### config.mk
export PLATFORM = sky130hd
export DESIGN_NAME = codec_adc_regs
export DESIGN_NICKNAME = d
export VERILOG_FILES = /design/src/rtl/codec_adc_regs_pkg.sv /design/src/rtl/cadc_reg_decode.sv /design/src/rtl/cadc_sync_edge.sv /design/src/rtl/cadc_conv_timer.sv /design/src/rtl/cadc_result_reg.sv /design/src/rtl/codec_adc_regs.sv
export SDC_FILE = /design/constraint.sdc
export NUM_CORES = 1
export LEC_CHECK = 0
export ABC_AREA = 1
export CORE_UTILIZATION = 56
export CTS_CLUSTER_SIZE = 28
export DETAILED_ROUTE_END_ITERATION = 7
export DONT_BUFFER_PORTS = 1
export PLACE_DENSITY_LB_ADDON = 0.25
export SYNTH_ARGS = -nofsm -noshare
export SYNTH_HDL_FRONTEND = slang
export SYNTH_SLANG_ARGS = --single-unit
### constraint.sdc
create_clock -name clk -period 1.15 [get_ports clk]
set_input_delay 0.0575 -clock clk [delete_from_list [all_inputs] [get_ports clk]]
set_output_delay 0.0575 -clock clk [all_outputs]
set_load 0.01 [all_outputs]
### src/rtl/codec_adc_regs_pkg.sv
package codec_adc_regs_pkg;

    localparam int WORD_W         = 16;
    localparam int SEL_W          = 3;
    localparam int CTRL_EN_BIT    = 15;
    localparam int CTRL_START_BIT = 7;
    localparam int CTRL_XREF_BIT  = 5;
    localparam int CTRL_SEL_LSB   = 2;
    localparam int CTRL_SYNC_BIT  = 0;
    localparam int DATA_VALID_BIT = 15;

    typedef struct packed {
        logic             enable;
        logic             ext_ref;
        logic [SEL_W-1:0] sel;
        logic             sync_en;
    } adc_cfg_t;

    typedef enum logic [1:0] {
        CV_IDLE,
        CV_WAIT_SYNC,
        CV_RUN
    } cv_state_t;

    function automatic adc_cfg_t unpack_cfg(input logic [WORD_W-1:0] w);
        adc_cfg_t c;
        c.enable  = w[CTRL_EN_BIT];
        c.ext_ref = w[CTRL_XREF_BIT];
        c.sel     = w[CTRL_SEL_LSB +: SEL_W];
        c.sync_en = w[CTRL_SYNC_BIT];
        return c;
    endfunction

    function automatic logic [WORD_W-1:0] pack_cfg(input adc_cfg_t c);
        logic [WORD_W-1:0] w;
        w                           = '0;
        w[CTRL_EN_BIT]              = c.enable;
        w[CTRL_XREF_BIT]            = c.ext_ref;
        w[CTRL_SEL_LSB +: SEL_W]    = c.sel;
        w[CTRL_SYNC_BIT]            = c.sync_en;
        return w;
    endfunction

    function automatic logic is_start(input logic [WORD_W-1:0] w);
        return w[CTRL_EN_BIT] & w[CTRL_START_BIT];
    endfunction

endpackage

### src/rtl/cadc_reg_decode.sv
module cadc_reg_decode
    import codec_adc_regs_pkg::*;
#(
    parameter int                ADDR_W    = 8,
    parameter logic [ADDR_W-1:0] CTRL_ADDR = 8'h66
) (
    input  logic              clk,
    input  logic              rst,
    input  logic              wr_en,
    input  logic [ADDR_W-1:0] wr_addr,
    input  logic [WORD_W-1:0] wr_data,
    output adc_cfg_t          cfg,
    output logic              start_req,
    output logic              start_sync,
    output logic              stop_req
);

    logic ctrl_hit;

    assign ctrl_hit   = wr_en && (wr_addr == CTRL_ADDR);
    assign start_req  = ctrl_hit && is_start(wr_data);
    assign start_sync = wr_data[CTRL_SYNC_BIT];
    assign stop_req   = ctrl_hit && !wr_data[CTRL_EN_BIT];

    always_ff @(posedge clk) begin
        if (rst) begin
            cfg <= '0;
        end else if (ctrl_hit) begin
            cfg <= unpack_cfg(wr_data);
        end
    end

endmodule

### src/rtl/cadc_sync_edge.sv
module cadc_sync_edge (
    input  logic clk,
    input  logic rst,
    input  logic sync_in,
    output logic sync_rise
);

    logic sync_q;

    always_ff @(posedge clk) begin
        if (rst) begin
            sync_q <= 1'b0;
        end else begin
            sync_q <= sync_in;
        end
    end

    assign sync_rise = sync_in && !sync_q;

endmodule

### src/rtl/cadc_conv_timer.sv
module cadc_conv_timer
    import codec_adc_regs_pkg::*;
#(
    parameter int CONV_LAT = 24
) (
    input  logic clk,
    input  logic rst,
    input  logic start_req,
    input  logic start_sync,
    input  logic stop_req,
    input  logic sync_rise,
    output logic busy,
    output logic waiting,
    output logic finish
);

    localparam int CNT_W = $clog2(CONV_LAT + 1);
    localparam logic [CNT_W-1:0] LOAD_VAL = CNT_W'(CONV_LAT - 1);

    cv_state_t        state;
    logic [CNT_W-1:0] cnt;

    assign finish  = (state == CV_RUN) && (cnt == '0) && !start_req && !stop_req;
    assign busy    = (state != CV_IDLE);
    assign waiting = (state == CV_WAIT_SYNC);

    always_ff @(posedge clk) begin
        if (rst) begin
            state <= CV_IDLE;
            cnt   <= '0;
        end else if (stop_req) begin
            state <= CV_IDLE;
            cnt   <= '0;
        end else if (start_req) begin
            state <= start_sync ? CV_WAIT_SYNC : CV_RUN;
            cnt   <= LOAD_VAL;
        end else begin
            case (state)
                CV_WAIT_SYNC: begin
                    if (sync_rise) begin
                        state <= CV_RUN;
                        cnt   <= LOAD_VAL;
                    end
                end
                CV_RUN: begin
                    if (cnt == '0) begin
                        state <= CV_IDLE;
                    end else begin
                        cnt <= cnt - 1'b1;
                    end
                end
                default: begin
                    state <= CV_IDLE;
                end
            endcase
        end
    end

endmodule

### src/rtl/cadc_result_reg.sv
module cadc_result_reg #(
    parameter int RES_W = 10
) (
    input  logic             clk,
    input  logic             rst,
    input  logic             start_req,
    input  logic             finish,
    input  logic [RES_W-1:0] sample,
    output logic             valid,
    output logic [RES_W-1:0] result,
    output logic             done_evt
);

    always_ff @(posedge clk) begin
        if (rst) begin
            valid    <= 1'b0;
            result   <= '0;
            done_evt <= 1'b0;
        end else begin
            done_evt <= 1'b0;
            if (start_req) begin
                valid <= 1'b0;
            end else if (finish) begin
                valid    <= 1'b1;
                result   <= sample;
                done_evt <= 1'b1;
            end
        end
    end

endmodule

### src/rtl/codec_adc_regs.sv
module codec_adc_regs
    import codec_adc_regs_pkg::*;
#(
    parameter int                ADDR_W    = 8,
    parameter int                RES_W     = 10,
    parameter int                CONV_LAT  = 24,
    parameter logic [ADDR_W-1:0] CTRL_ADDR = 8'h66,
    parameter logic [ADDR_W-1:0] DATA_ADDR = 8'h68
) (
    input  logic              clk,
    input  logic              rst,
    input  logic              wr_en,
    input  logic [ADDR_W-1:0] wr_addr,
    input  logic [15:0]       wr_data,
    input  logic [ADDR_W-1:0] rd_addr,
    output logic [15:0]       rd_data,
    input  logic [RES_W-1:0]  conv_sample,
    input  logic              sync_in,
    output logic              adc_on,
    output logic              ext_ref,
    output logic [2:0]        chan_sel,
    output logic              conv_busy,
    output logic              done_evt
);

    localparam int PAD_W = WORD_W - 1 - RES_W;

    adc_cfg_t         cfg;
    logic             start_req;
    logic             start_sync;
    logic             stop_req;
    logic             sync_rise;
    logic             cv_waiting;
    logic             finish;
    logic             data_valid;
    logic [RES_W-1:0] result;

    cadc_reg_decode #(
        .ADDR_W   (ADDR_W),
        .CTRL_ADDR(CTRL_ADDR)
    ) u_decode (
        .clk       (clk),
        .rst       (rst),
        .wr_en     (wr_en),
        .wr_addr   (wr_addr),
        .wr_data   (wr_data),
        .cfg       (cfg),
        .start_req (start_req),
        .start_sync(start_sync),
        .stop_req  (stop_req)
    );

    cadc_sync_edge u_sync (
        .clk      (clk),
        .rst      (rst),
        .sync_in  (sync_in),
        .sync_rise(sync_rise)
    );

    cadc_conv_timer #(
        .CONV_LAT(CONV_LAT)
    ) u_timer (
        .clk       (clk),
        .rst       (rst),
        .start_req (start_req),
        .start_sync(start_sync),
        .stop_req  (stop_req),
        .sync_rise (sync_rise),
        .busy      (conv_busy),
        .waiting   (cv_waiting),
        .finish    (finish)
    );

    cadc_result_reg #(
        .RES_W(RES_W)
    ) u_result (
        .clk      (clk),
        .rst      (rst),
        .start_req(start_req),
        .finish   (finish),
        .sample   (conv_sample),
        .valid    (data_valid),
        .result   (result),
        .done_evt (done_evt)
    );

    assign adc_on   = cfg.enable;
    assign ext_ref  = cfg.ext_ref;
    assign chan_sel = cfg.sel;

    always_comb begin
        if (rd_addr == CTRL_ADDR) begin
            rd_data = pack_cfg(cfg);
        end else if (rd_addr == DATA_ADDR) begin
            rd_data = {data_valid, {PAD_W{1'b0}}, result};
        end else begin
            rd_data = '0;
        end
    end

endmodule

# == Yosys cells after proc, flatten, opt, wreduce, memory -nomap -nowiden ==
# Index checks and enable logic that the tools add are counted.
# W data, S select, Z words.
# word_totals
ff_bits,26
input_bits,46
elab_cells,58
# op_classes
add_sub_neg,1
eq_ne,10
mux,12
n_bitwise,2
reduce_logical,22
# op_table
op,n
$mux W16,2
$eq A8 B7 Y1 const B,3
$mux W5,3
$pmux W5 S2,1
$ne A3 B2 Y1 const B,3
$mux W2,4
$logic_and A1 B1 Y1,7
$reduce_and A3 Y1,2
$logic_not A5 Y1,1
$sub A5 B1 Y5 const B,1
$logic_not A1 Y1,4
$ne A2 B2 Y1 const B,2
$pmux W2 S2,1
$reduce_and A2 Y1,2
$reduce_bool A2 Y1,2
$reduce_or A2 Y1,2
$reduce_bool A3 Y1,1
$reduce_or A3 Y1,1
$eq A2 B1 Y1 const B,1
$eq A2 B2 Y1 const B,1
$and A1 B1 Y1,1
$mux W1,1
$not A1 Y1,1

# == Logic depth before layout (Yosys ltp) ==
# Gate-level depths: netlist of the first run.
# depth
depth_word,7
mapped_depth,9
ltp_nobuf,8

# == Modules after synthesis ==
# A second synthesis of the first run with hierarchy kept.
# hier_totals
cells_unflattened,258
area_unflattened_um2,1659.1
# modules_own_cells
module,instances,cells_per_inst,area_each_um2
cadc_result_reg,1,73,569.3
cadc_reg_decode,1,68,406.6
cadc_conv_timer,1,61,385.4
codec_adc_regs,1,52,266.5
cadc_sync_edge,1,4,31.3

# == Worst setup path before layout of the first run ==
# No wires, ideal clock.
# synth_timing
path_type,register -> register
start,register u_timer.cnt[0]
end,register u_result.result[1]
t_arrival_ns,1.142
t_required_ns,1.040
path_slack_ns,-0.102
path_stages_with_launch,9
n_path_buf,1
cell_sequence,dfxtp_1 -> inv_1 -> ha_1 -> nand3b_1 -> nor2_2 -> buf_2 -> nand4_1 -> nand2_1 -> nor2_1
# synth_between
elab_chain_cells,5
# synth_lines
element,line_no,source
"start, declared",cadc_conv_timer.sv:21,logic [CNT_W-1:0] cnt;
"start signal, assigned",cadc_conv_timer.sv:49,cnt <= cnt - 1'b1;
$logic_not A5 Y1,cadc_conv_timer.sv:23,assign finish = (state == CV_RUN) && (cnt == '0) && !start_req && !stop_req;
$logic_and A1 B1 Y1 (3 in series),cadc_conv_timer.sv:23,
$reduce_and A2 Y1 (no source line),-,
"end signal, assigned",cadc_result_reg.sv:25,result <= sample;
"end, declared",cadc_result_reg.sv:10,"output logic [RES_W-1:0] result,"
# Every way passes these cells.
# A chain may end at the register's enable or synchronous reset.

# == Final worst setup path of the first run ==
# layout_timing
start,register u_timer.cnt[0]
end,register u_result.result[8]
# Same word-level chain as after synthesis.

==> out/qor.log, run 1 <==
INFO  setup_path     crit_chain=inv_2 > ha_4 > nand3b_1 > nor2_2 > nand3_2 > buf_12 > nand2_2 > inv_1 > nor2_1
INFO  drt            drt_first_pass_iters=4
INFO  floorplan      top_level_ports=69
INFO  final_layout   final_cell_count_without_fillers=297
INFO  grt            antenna_found_initial=0
INFO  job            timing.max_cap.violations=0
INFO  final_layout   area_growth_syn_to_layout=24.7%
INFO  drt            post-route-drc-count=0
INFO  cts            numClockSinks=26
INFO  grt            grt_max_degree=17
INFO  final_layout   num-fill-cells=221
INFO  synthesis      yosys-top-cells-area=sky130_fd_sc_hd__dfxtp_1 (34%), sky130_fd_sc_hd__inv_1 (13%), sky130_fd_sc_hd__nand2_1 (8.8%), sky130_fd_sc_hd__nor2_1 (8.6%), sky130_fd_sc_hd__nand4_1 (6.1%)
INFO  cts            cts.repair_timing.setup_buffer_count=0
INFO  power_and_ir_drop vdd_drop_max=0.918mV
INFO  power_and_ir_drop sequentialPowerShare=0.603
INFO  setup_path     path_delay_family=simple AND/OR/NAND/NOR gates
INFO  outcome        run_status=finished, violations left
INFO  power_and_ir_drop netSwitchingFraction=0.221
INFO  timing         rsz0062_at_grt=true
INFO  setup_path     cp_data_required_time=1.41ns
INFO  power_and_ir_drop share_comb_of_total_power=0.098
INFO  cts            clkLatencyLatePin=0.31ns
INFO  synthesis      yosysWarningCount=0
INFO  synthesis      cell_type_with_the_largest_total_area_after_synthesis=sky130_fd_sc_hd__dfxtp_1
INFO  floorplan      die-area=2960um2
INFO  floorplan      initial_util=0.604
INFO  drt            via_per_inst=4.98
INFO  grt            first_global_vias=1296
INFO  placed_design  placedInstanceArea=1650um2
INFO  placed_design  hpwl=2310um
INFO  grt            track_usage=0.241
INFO  drt            dr.first_iter.drc_count=19
INFO  synthesis      distinct_cell_type_count_of_the_synthesized_netlist=28
INFO  timing         finClkSkew=0.000842ns
INFO  timing         maxClockFrequency=782MHz
INFO  final_layout   finalNetCount=315
INFO  floorplan      die_x_extent=54.4um
INFO  final_layout   layout-drive-gt1-share=0.191
INFO  power_and_ir_drop cellLeakagePower=0.874nW
INFO  drt            wl=3350um
INFO  drt            vias=1479
INFO  synthesis      synth.top_cells.by_count=sky130_fd_sc_hd__inv_1 (53), sky130_fd_sc_hd__nand2_1 (36), sky130_fd_sc_hd__nor2_1 (35)
INFO  timing         finalMaxSlewViolations=0
INFO  synthesis      yosysMostFrequentCell=sky130_fd_sc_hd__inv_1
INFO  synthesis      synth_top_area_share=0.339
INFO  power_and_ir_drop internal_power=1.17mW
INFO  synthesis      number_of_flops_mapped_to_enable_cells_by_yosys=0
INFO  timing         post-route-min-period=1.28ns
INFO  synthesis      synth_async_sr_flop_share=0
INFO  drt            wire_per_inst=11.3um
INFO  timing         timing_hold_violations_final=0
INFO  setup_path     cpPeakStageDelay=0.35ns
INFO  drt            final_antenna_net_count=0
INFO  power_and_ir_drop power_density=783nW/um2
INFO  floorplan      design.core.area=2540um2
INFO  timing         worst_slack=-0.129ns
INFO  final_layout   seqCellArea=524um2
INFO  synthesis      synth.avg_cell_area=6.46um2
INFO  floorplan      rows=18
INFO  placed_design  finalWeightedCongestion=0.788
INFO  setup_path     crit_arrival=1.54ns
INFO  final_layout   postLayoutCellArea=1920um2
INFO  hold_path      timing.hold.worst.class=in -> reg
INFO  cts            tritoncts_clock_tree=yes
INFO  synthesis      synth_cells=238
INFO  cts            h-tree-depth=1
INFO  outcome        failed_checks=setup timing
INFO  placed_design  dp_worst_setup_slack=-0.128ns
INFO  grt            grt_first_pass_wirelength=5150um
INFO  placed_design  place.port_buffers=0
INFO  floorplan      die_h=54.4um
INFO  placed_design  placedCellCount=274
INFO  synthesis      synth-seq-cells=26
INFO  cts            clkTransAtPathRegs=0.13ns
INFO  setup_path     critical_path_buf_inv_count=3
INFO  final_layout   multi_input_area=781um2
INFO  setup_path     launching_element_type_of_the_critical_path=flop
INFO  setup_path     critical_path_class=reg -> reg
INFO  power_and_ir_drop p_switching=0.331mW
INFO  final_layout   final_core_utilization=0.753
INFO  cts            clk_path_buf_depth=2
INFO  setup_path     worstSetupEndpointType=flop
INFO  timing         timing.final.crit_share=1.11
INFO  grt            globalRoute.totalOverflow=0
INFO  power_and_ir_drop power.clock.fraction=0.299
INFO  setup_path     cpMaxStageDelayCell=sky130_fd_sc_hd__dfxtp_2
INFO  cts            numCtsBuffers=3
INFO  final_layout   antenna_cells_inserted=0
INFO  synthesis      synth_flop_cell=sky130_fd_sc_hd__dfxtp_1
INFO  synthesis      ys_seq_area_frac=0.339
INFO  timing         setup_viol=17
INFO  setup_path     peak_fanout_along_the_critical_path=12
INFO  cts            clock_tree.root_cell=sky130_fd_sc_hd__clkbuf_4
INFO  synthesis      syn-cell-area=1540um2
-- through the flow --
stage	TNS (ns)	hold WS, ns	total power, mW
finish	-1.66	0.0771	1.50
floorplan	-0.343	0.130	1.01
global route	-3.59	0.0940	1.58
detailed placement	-1.61	0.136	1.01
CTS	-1.84	0.0533	1.52
global placement	-1.08	0.136	1.01
-- layout make-up --
type / count / area share
flip-flops and latches: 26 / 0.274
clock buffers: 4 / 0.0189
repair buffers: 36 / 0.172
well taps: 30 / 0.0196
multi-input cells: 146 / 0.408
inverters: 55 / 0.108
-- cell families after synthesis --
logic type | count (synthesis) | synth area share
AO/OA/AOI/OAI | 26 | 0.0912
XOR/XNOR | 2 | 0.0114
adder cells (fa/ha/maj) | 1 | 0.00814
buffers and inverters | 70 | 0.199
flip-flops | 26 | 0.339
other | 1 | 0.00244
AND/OR/NAND/NOR | 112 | 0.349
-- sequential cells by signal, indices dropped and copies added, names as in the netlist --
signal / count
u_result.done_evt: 1
u_timer.cnt: 5
u_decode.cfg: 6
u_result.valid: 1
u_timer.state: 2
u_sync.sync_q: 1
u_result.result: 10
-- layout by cell type, fill, tap and decap left out, drive strengths merged --
master       count
clkbuf           4
nor2            39
buf             17
dlygate4sd3     19
conb             5
ha               1
nor3             4
o22ai            6
nand3b           2
a21boi           1
nand3            6
a21oi           10
dfxtp           26
xor2             2
nand4           16
o21ai            9
inv             55
nor4b            1
nand2           44
-- power by group through the flow --
stage | Clock (mW) | Combinational, mW | Sequential (mW)
6_report | 0.448 | 0.148 | 0.904
4_1_cts | 0.474 | 0.144 | 0.904
5_1_grt | 0.512 | 0.166 | 0.905
3_5_place_dp | 0 | 0.0902 | 0.924
3_3_place_gp | 0 | 0.0893 | 0.924
2_1_floorplan | 0 | 0.0873 | 0.924
-- routing by layer --
layer,vias to the layer above,part of all wire,GRT usage
li1,781,-,-
met2,61,0.47,0.417
met3,2,0.066,0.0750
met1,635,0.45,0.283
met5,-,0,0
met4,0,0.0063,0.0684
-- worst reg2reg max path: stages, from the launching register on --
cell                       delay [ns]
sky130_fd_sc_hd__dfxtp_2         0.35
sky130_fd_sc_hd__inv_2           0.06
sky130_fd_sc_hd__ha_4            0.12
sky130_fd_sc_hd__nand3b_1        0.10
sky130_fd_sc_hd__nor2_2          0.16
sky130_fd_sc_hd__nand3_2         0.10
sky130_fd_sc_hd__buf_12          0.16
sky130_fd_sc_hd__nand2_2         0.05
sky130_fd_sc_hd__inv_1           0.04
sky130_fd_sc_hd__nor2_1          0.08
-- what timing repair did --
| action | in CTS | in global routing |
|---|---|---|
| gates cloned | 0 | 0 |
| setup endpoints to repair | 17 | 25 |
| hold buffers | 19 | 0 |
| endpoints found under the hold margin | 20 | 0 |
| pin swaps | 2 | 0 |
| gates resized for setup | 0 | 9 |
-- path summary, 6_finish.rpt --
kind / from / to / slack (ns) / depth (start not counted)
hold reg to reg: u_decode.cfg[0]$_SDFFE_PP0P_ / u_decode.cfg[0]$_SDFFE_PP0P_ / 0.47 / 2
setup reg to reg: u_timer.cnt[0]$_SDFFE_PP0P_ / u_result.result[8]$_SDFFE_PP0P_ / -0.13 / 9
hold / removal: wr_data[15] / u_timer.state[0]$_SDFFE_PP0P_ / 0.08 / 4
setup / recovery: u_timer.cnt[0]$_SDFFE_PP0P_ / u_result.result[8]$_SDFFE_PP0P_ / -0.13 / 9
No activity file was read; power rests on OpenSTA's default activity.
==> run 2, diff against run 1 <==
==> constraint.sdc (replaced) <==
create_clock -name clk -period 1.15 [get_ports clk]
set_input_delay 0.0575 -clock clk [delete_from_list [all_inputs] [get_ports clk]]
set_output_delay 0.0575 -clock clk [all_outputs]
set_load 0.1 [all_outputs]
==> run 2 against run 1 <==
Against the previous run: the flow still finishes with violations (setup timing); register-to-register slack lost 0.16 ns; critical path depth shrank 1; total power grew 4.4%; final cell count grew 5.7%; global-route usage grew 12 points; non-clock buffer count grew 17; core utilization grew 19 points; critical endpoint unchanged.
==> out/qor.log, run 2 (synthesis results as in run 1) <==
INFO  outcome        run_status=finished, violations left [unchanged]
INFO  outcome        failed_checks=setup timing [unchanged]
INFO  drt            final_antenna_net_count=0 [unchanged]
INFO  setup_path     critical_path_class=reg -> reg [unchanged]
INFO  drt            wl=5340um [was 3350 um]
INFO  final_layout   largest_register_ff_count=10 [unchanged]
INFO  drt            dr.first_iter.drc_count=80 [was 19]
INFO  final_layout   finalNetCount=332 [was 315]
INFO  setup_path     path_delay_family=simple AND/OR/NAND/NOR gates [unchanged]
INFO  grt            globalRoute.totalOverflow=0 [unchanged]
INFO  floorplan      die-area=2960um2 [unchanged]
INFO  floorplan      die_x_extent=54.4um [unchanged]
INFO  timing         setup_viol=23 [was 17]
INFO  setup_path     path_common_cell=sky130_fd_sc_hd__nor2_2
INFO  setup_path     peak_fanout_along_the_critical_path=10 [was 12]
INFO  final_layout   multi_input_area=962um2 [was 781 um2]
INFO  timing         maxClockFrequency=696MHz [was 782 MHz]
INFO  power_and_ir_drop power_density=654nW/um2 [was 783 nW/um2]
INFO  cts            numCtsBuffers=3 [unchanged]
INFO  timing         timing_hold_violations_final=0 [unchanged]
INFO  cts            clkLatencyLatePin=0.33ns [was 0.31 ns]
INFO  cts            clock_tree.root_cell=sky130_fd_sc_hd__clkbuf_4 [unchanged]
INFO  power_and_ir_drop vdd_drop_max=0.734mV [was 0.918 mV]
INFO  power_and_ir_drop power=1.57mW [was 1.50 mW]
INFO  setup_path     critical_path_buf_inv_count=2 [was 3]
INFO  setup_path     crit_arrival=1.69ns [was 1.54 ns]
INFO  placed_design  hpwl=2850um [was 2310 um]
INFO  hold_path      timing.hold.worst.class=in -> reg [unchanged]
INFO  final_layout   seqCellArea=548um2 [was 524 um2]
INFO  setup_path     cp_data_required_time=1.40ns [was 1.41 ns]
INFO  final_layout   postLayoutCellArea=2400um2 [was 1920 um2]
INFO  setup_path     cpMaxStageDelayCell=sky130_fd_sc_hd__dfxtp_2 [unchanged]
INFO  power_and_ir_drop netSwitchingFraction=0.294 [was 0.221]
INFO  floorplan      top_level_ports=69 [unchanged]
INFO  final_layout   area_growth_syn_to_layout=56.0% [was 24.7%]
INFO  power_and_ir_drop power.clock.fraction=0.279 [was 0.299]
INFO  timing         post-route-min-period=1.44ns [was 1.28 ns]
INFO  timing         finalMaxSlewViolations=0 [unchanged]
INFO  floorplan      initial_util=0.604 [unchanged]
INFO  final_layout   largest-register=u_result.result [unchanged]
INFO  final_layout   biggestRegsByFlops=u_result.result: 10 flops, u_decode.cfg: 6 flops, u_timer.cnt: 5 flops [unchanged]
INFO  floorplan      rows=18 [unchanged]
INFO  cts            h-tree-depth=1 [unchanged]
INFO  drt            wire_per_inst=17.0um [was 11.3 um]
INFO  final_layout   num-fill-cells=80 [was 221]
INFO  final_layout   final_cell_count_without_fillers=314 [was 297]
INFO  timing         timing.final.crit_share=1.25 [was 1.11]
INFO  grt            antenna_found_initial=0 [unchanged]
INFO  grt            grt_max_degree=17 [unchanged]
INFO  placed_design  finalWeightedCongestion=0.859 [was 0.788]
INFO  setup_path     cpPeakStageDelay=0.35ns [about the same]
INFO  grt            track_usage=0.364 [was 0.241]
INFO  floorplan      die_h=54.4um [unchanged]
INFO  placed_design  placedCellCount=291 [was 274]
INFO  cts            tritoncts_clock_tree=yes [unchanged]
INFO  final_layout   layout-drive-gt1-share=0.430 [was 0.191]
INFO  power_and_ir_drop internal_power=1.11mW [was 1.17 mW]
INFO  drt            drt_first_pass_iters=5 [was 4]
INFO  timing         worst_slack=-0.287ns [was -0.129 ns]
INFO  timing         finClkSkew=0.00433ns [was 0.000842 ns]
INFO  setup_path     launching_element_type_of_the_critical_path=flop [unchanged]
INFO  cts            clkTransAtPathRegs=0.15ns [was 0.13 ns]
INFO  timing         rsz0062_at_grt=true [unchanged]
INFO  placed_design  placedInstanceArea=2100um2 [was 1650 um2]
INFO  grt            first_global_vias=1664 [was 1296]
INFO  job            timing.max_cap.violations=0 [unchanged]
INFO  final_layout   commonest_non_fill_non_tap_cell_in_the_layout=sky130_fd_sc_hd__inv_1 [unchanged]
INFO  final_layout   final_core_utilization=0.942 [was 0.753]
INFO  grt            grt_first_pass_wirelength=7480um [was 5150 um]
INFO  floorplan      design.core.area=2540um2 [unchanged]
INFO  final_layout   antenna_cells_inserted=0 [unchanged]
INFO  setup_path     worstSetupEndpointType=flop [unchanged]
INFO  power_and_ir_drop sequentialPowerShare=0.574 [was 0.603]
INFO  drt            vias=1849 [was 1479]
INFO  drt            post-route-drc-count=0 [unchanged]
INFO  setup_path     crit_chain=inv_2 > ha_4 > nand3b_1 > nor2_2 > buf_4 > nand4_1 > nand2_1 > nor2_2 [was inv_2 > ha_4 > nand3b_1 > nor2_2 > nand3_2 > buf_12 > nand2_2 > inv_1 > nor2_1]
INFO  placed_design  place.port_buffers=0 [unchanged]
INFO  final_layout   layout_common_cells=sky130_fd_sc_hd__inv_1 (36), sky130_fd_sc_hd__nand2_1 (31), sky130_fd_sc_hd__nor2_1 (26), sky130_fd_sc_hd__buf_4 (23), sky130_fd_sc_hd__inv_2 (18) [was sky130_fd_sc_hd__inv_1 (50), sky130_fd_sc_hd__nand2_1 (36), sky130_fd_sc_hd__nor2_1 (35), sky130_fd_sc_hd__dfxtp_1 (23), sky130_fd_sc_hd__dlygate4sd3_1 (19)]
INFO  power_and_ir_drop share_comb_of_total_power=0.147 [was 0.098]
INFO  drt            via_per_inst=5.89 [was 4.98]
INFO  setup_path     rrSetupSlack=-0.29ns [was -0.13 ns]
INFO  power_and_ir_drop p_switching=0.461mW [was 0.331 mW]
INFO  cts            numClockSinks=26 [unchanged]
INFO  cts            clk_path_buf_depth=2 [unchanged]
INFO  power_and_ir_drop cellLeakagePower=1.06nW [was 0.874 nW]
[run 2: cell type report]
class / instances / share of cell area
Multi-Input combinational cell: 146 / 0.401
Clock buffer: 4 / 0.0110
Sequential cell: 26 / 0.229
Inverter: 55 / 0.0872
Tap cell: 30 / 0.0157
Timing Repair Buffer: 53 / 0.256
[run 2: power by group through the flow]
| stage | clock network, mW | logic (mW) | registers [mW] |
|---|---|---|---|
| floorplan | 0 | 0.161 | 0.921 |
| global placement | 0 | 0.166 | 0.919 |
| detailed placement | 0 | 0.170 | 0.919 |
| CTS | 0.410 | 0.216 | 0.899 |
| global route | 0.467 | 0.244 | 0.900 |
| finish | 0.436 | 0.231 | 0.899 |
[run 2: repair_timing]
action	4_1_cts	5_1_grt
endpoints found under the hold margin	18	0
setup endpoints to repair	25	30
hold buffers	15	0
gates resized for setup	29	20
pin swaps	10	10
buffers inserted	3	1
[run 2: routing by layer]
layer,wire [um],vias up,track usage
li1,-,816,-
met1,1900,854,0.395
met3,473,35,0.0611
met5,0,-,0
met4,299,0,0.231
met2,2660,144,0.646
[run 2: worst register-to-register path, stage by stage (launching register included)]
cell                       delay (ns)
sky130_fd_sc_hd__dfxtp_2         0.35
sky130_fd_sc_hd__inv_2           0.07
sky130_fd_sc_hd__ha_4            0.12
sky130_fd_sc_hd__nand3b_1        0.11
sky130_fd_sc_hd__nor2_2          0.17
sky130_fd_sc_hd__buf_4           0.20
sky130_fd_sc_hd__nand4_1         0.15
sky130_fd_sc_hd__nand2_1         0.13
sky130_fd_sc_hd__nor2_2          0.05
[run 2: through the flow]
| step | hold slack (ns) | worst slack, ns | setup TNS, ns |
|---|---|---|---|
| 2_1_floorplan | 0.130 | -0.405 | -2.14 |
| 3_3_place_gp | 0.132 | -0.0809 | -0.824 |
| 3_5_place_dp | 0.136 | -0.113 | -1.37 |
| 4_1_cts | 0.000618 | -0.159 | -1.91 |
| 5_1_grt | 0.0351 | -0.349 | -5.19 |
| 6_report | 0.00956 | -0.287 | -3.54 |
[run 2: path summary, 6_finish.rpt]
path,startpoint,to,cells after the start
min reg2reg,u_result.valid$_SDFFE_PP0P_,u_result.valid$_SDFFE_PP0P_,2
max,u_timer.cnt[0]$_SDFFE_PP0P_,u_result.result[8]$_SDFFE_PP0P_,8
max reg2reg,u_timer.cnt[0]$_SDFFE_PP0P_,u_result.result[8]$_SDFFE_PP0P_,8
min,conv_sample[4],u_result.result[4]$_SDFFE_PP0P_,4
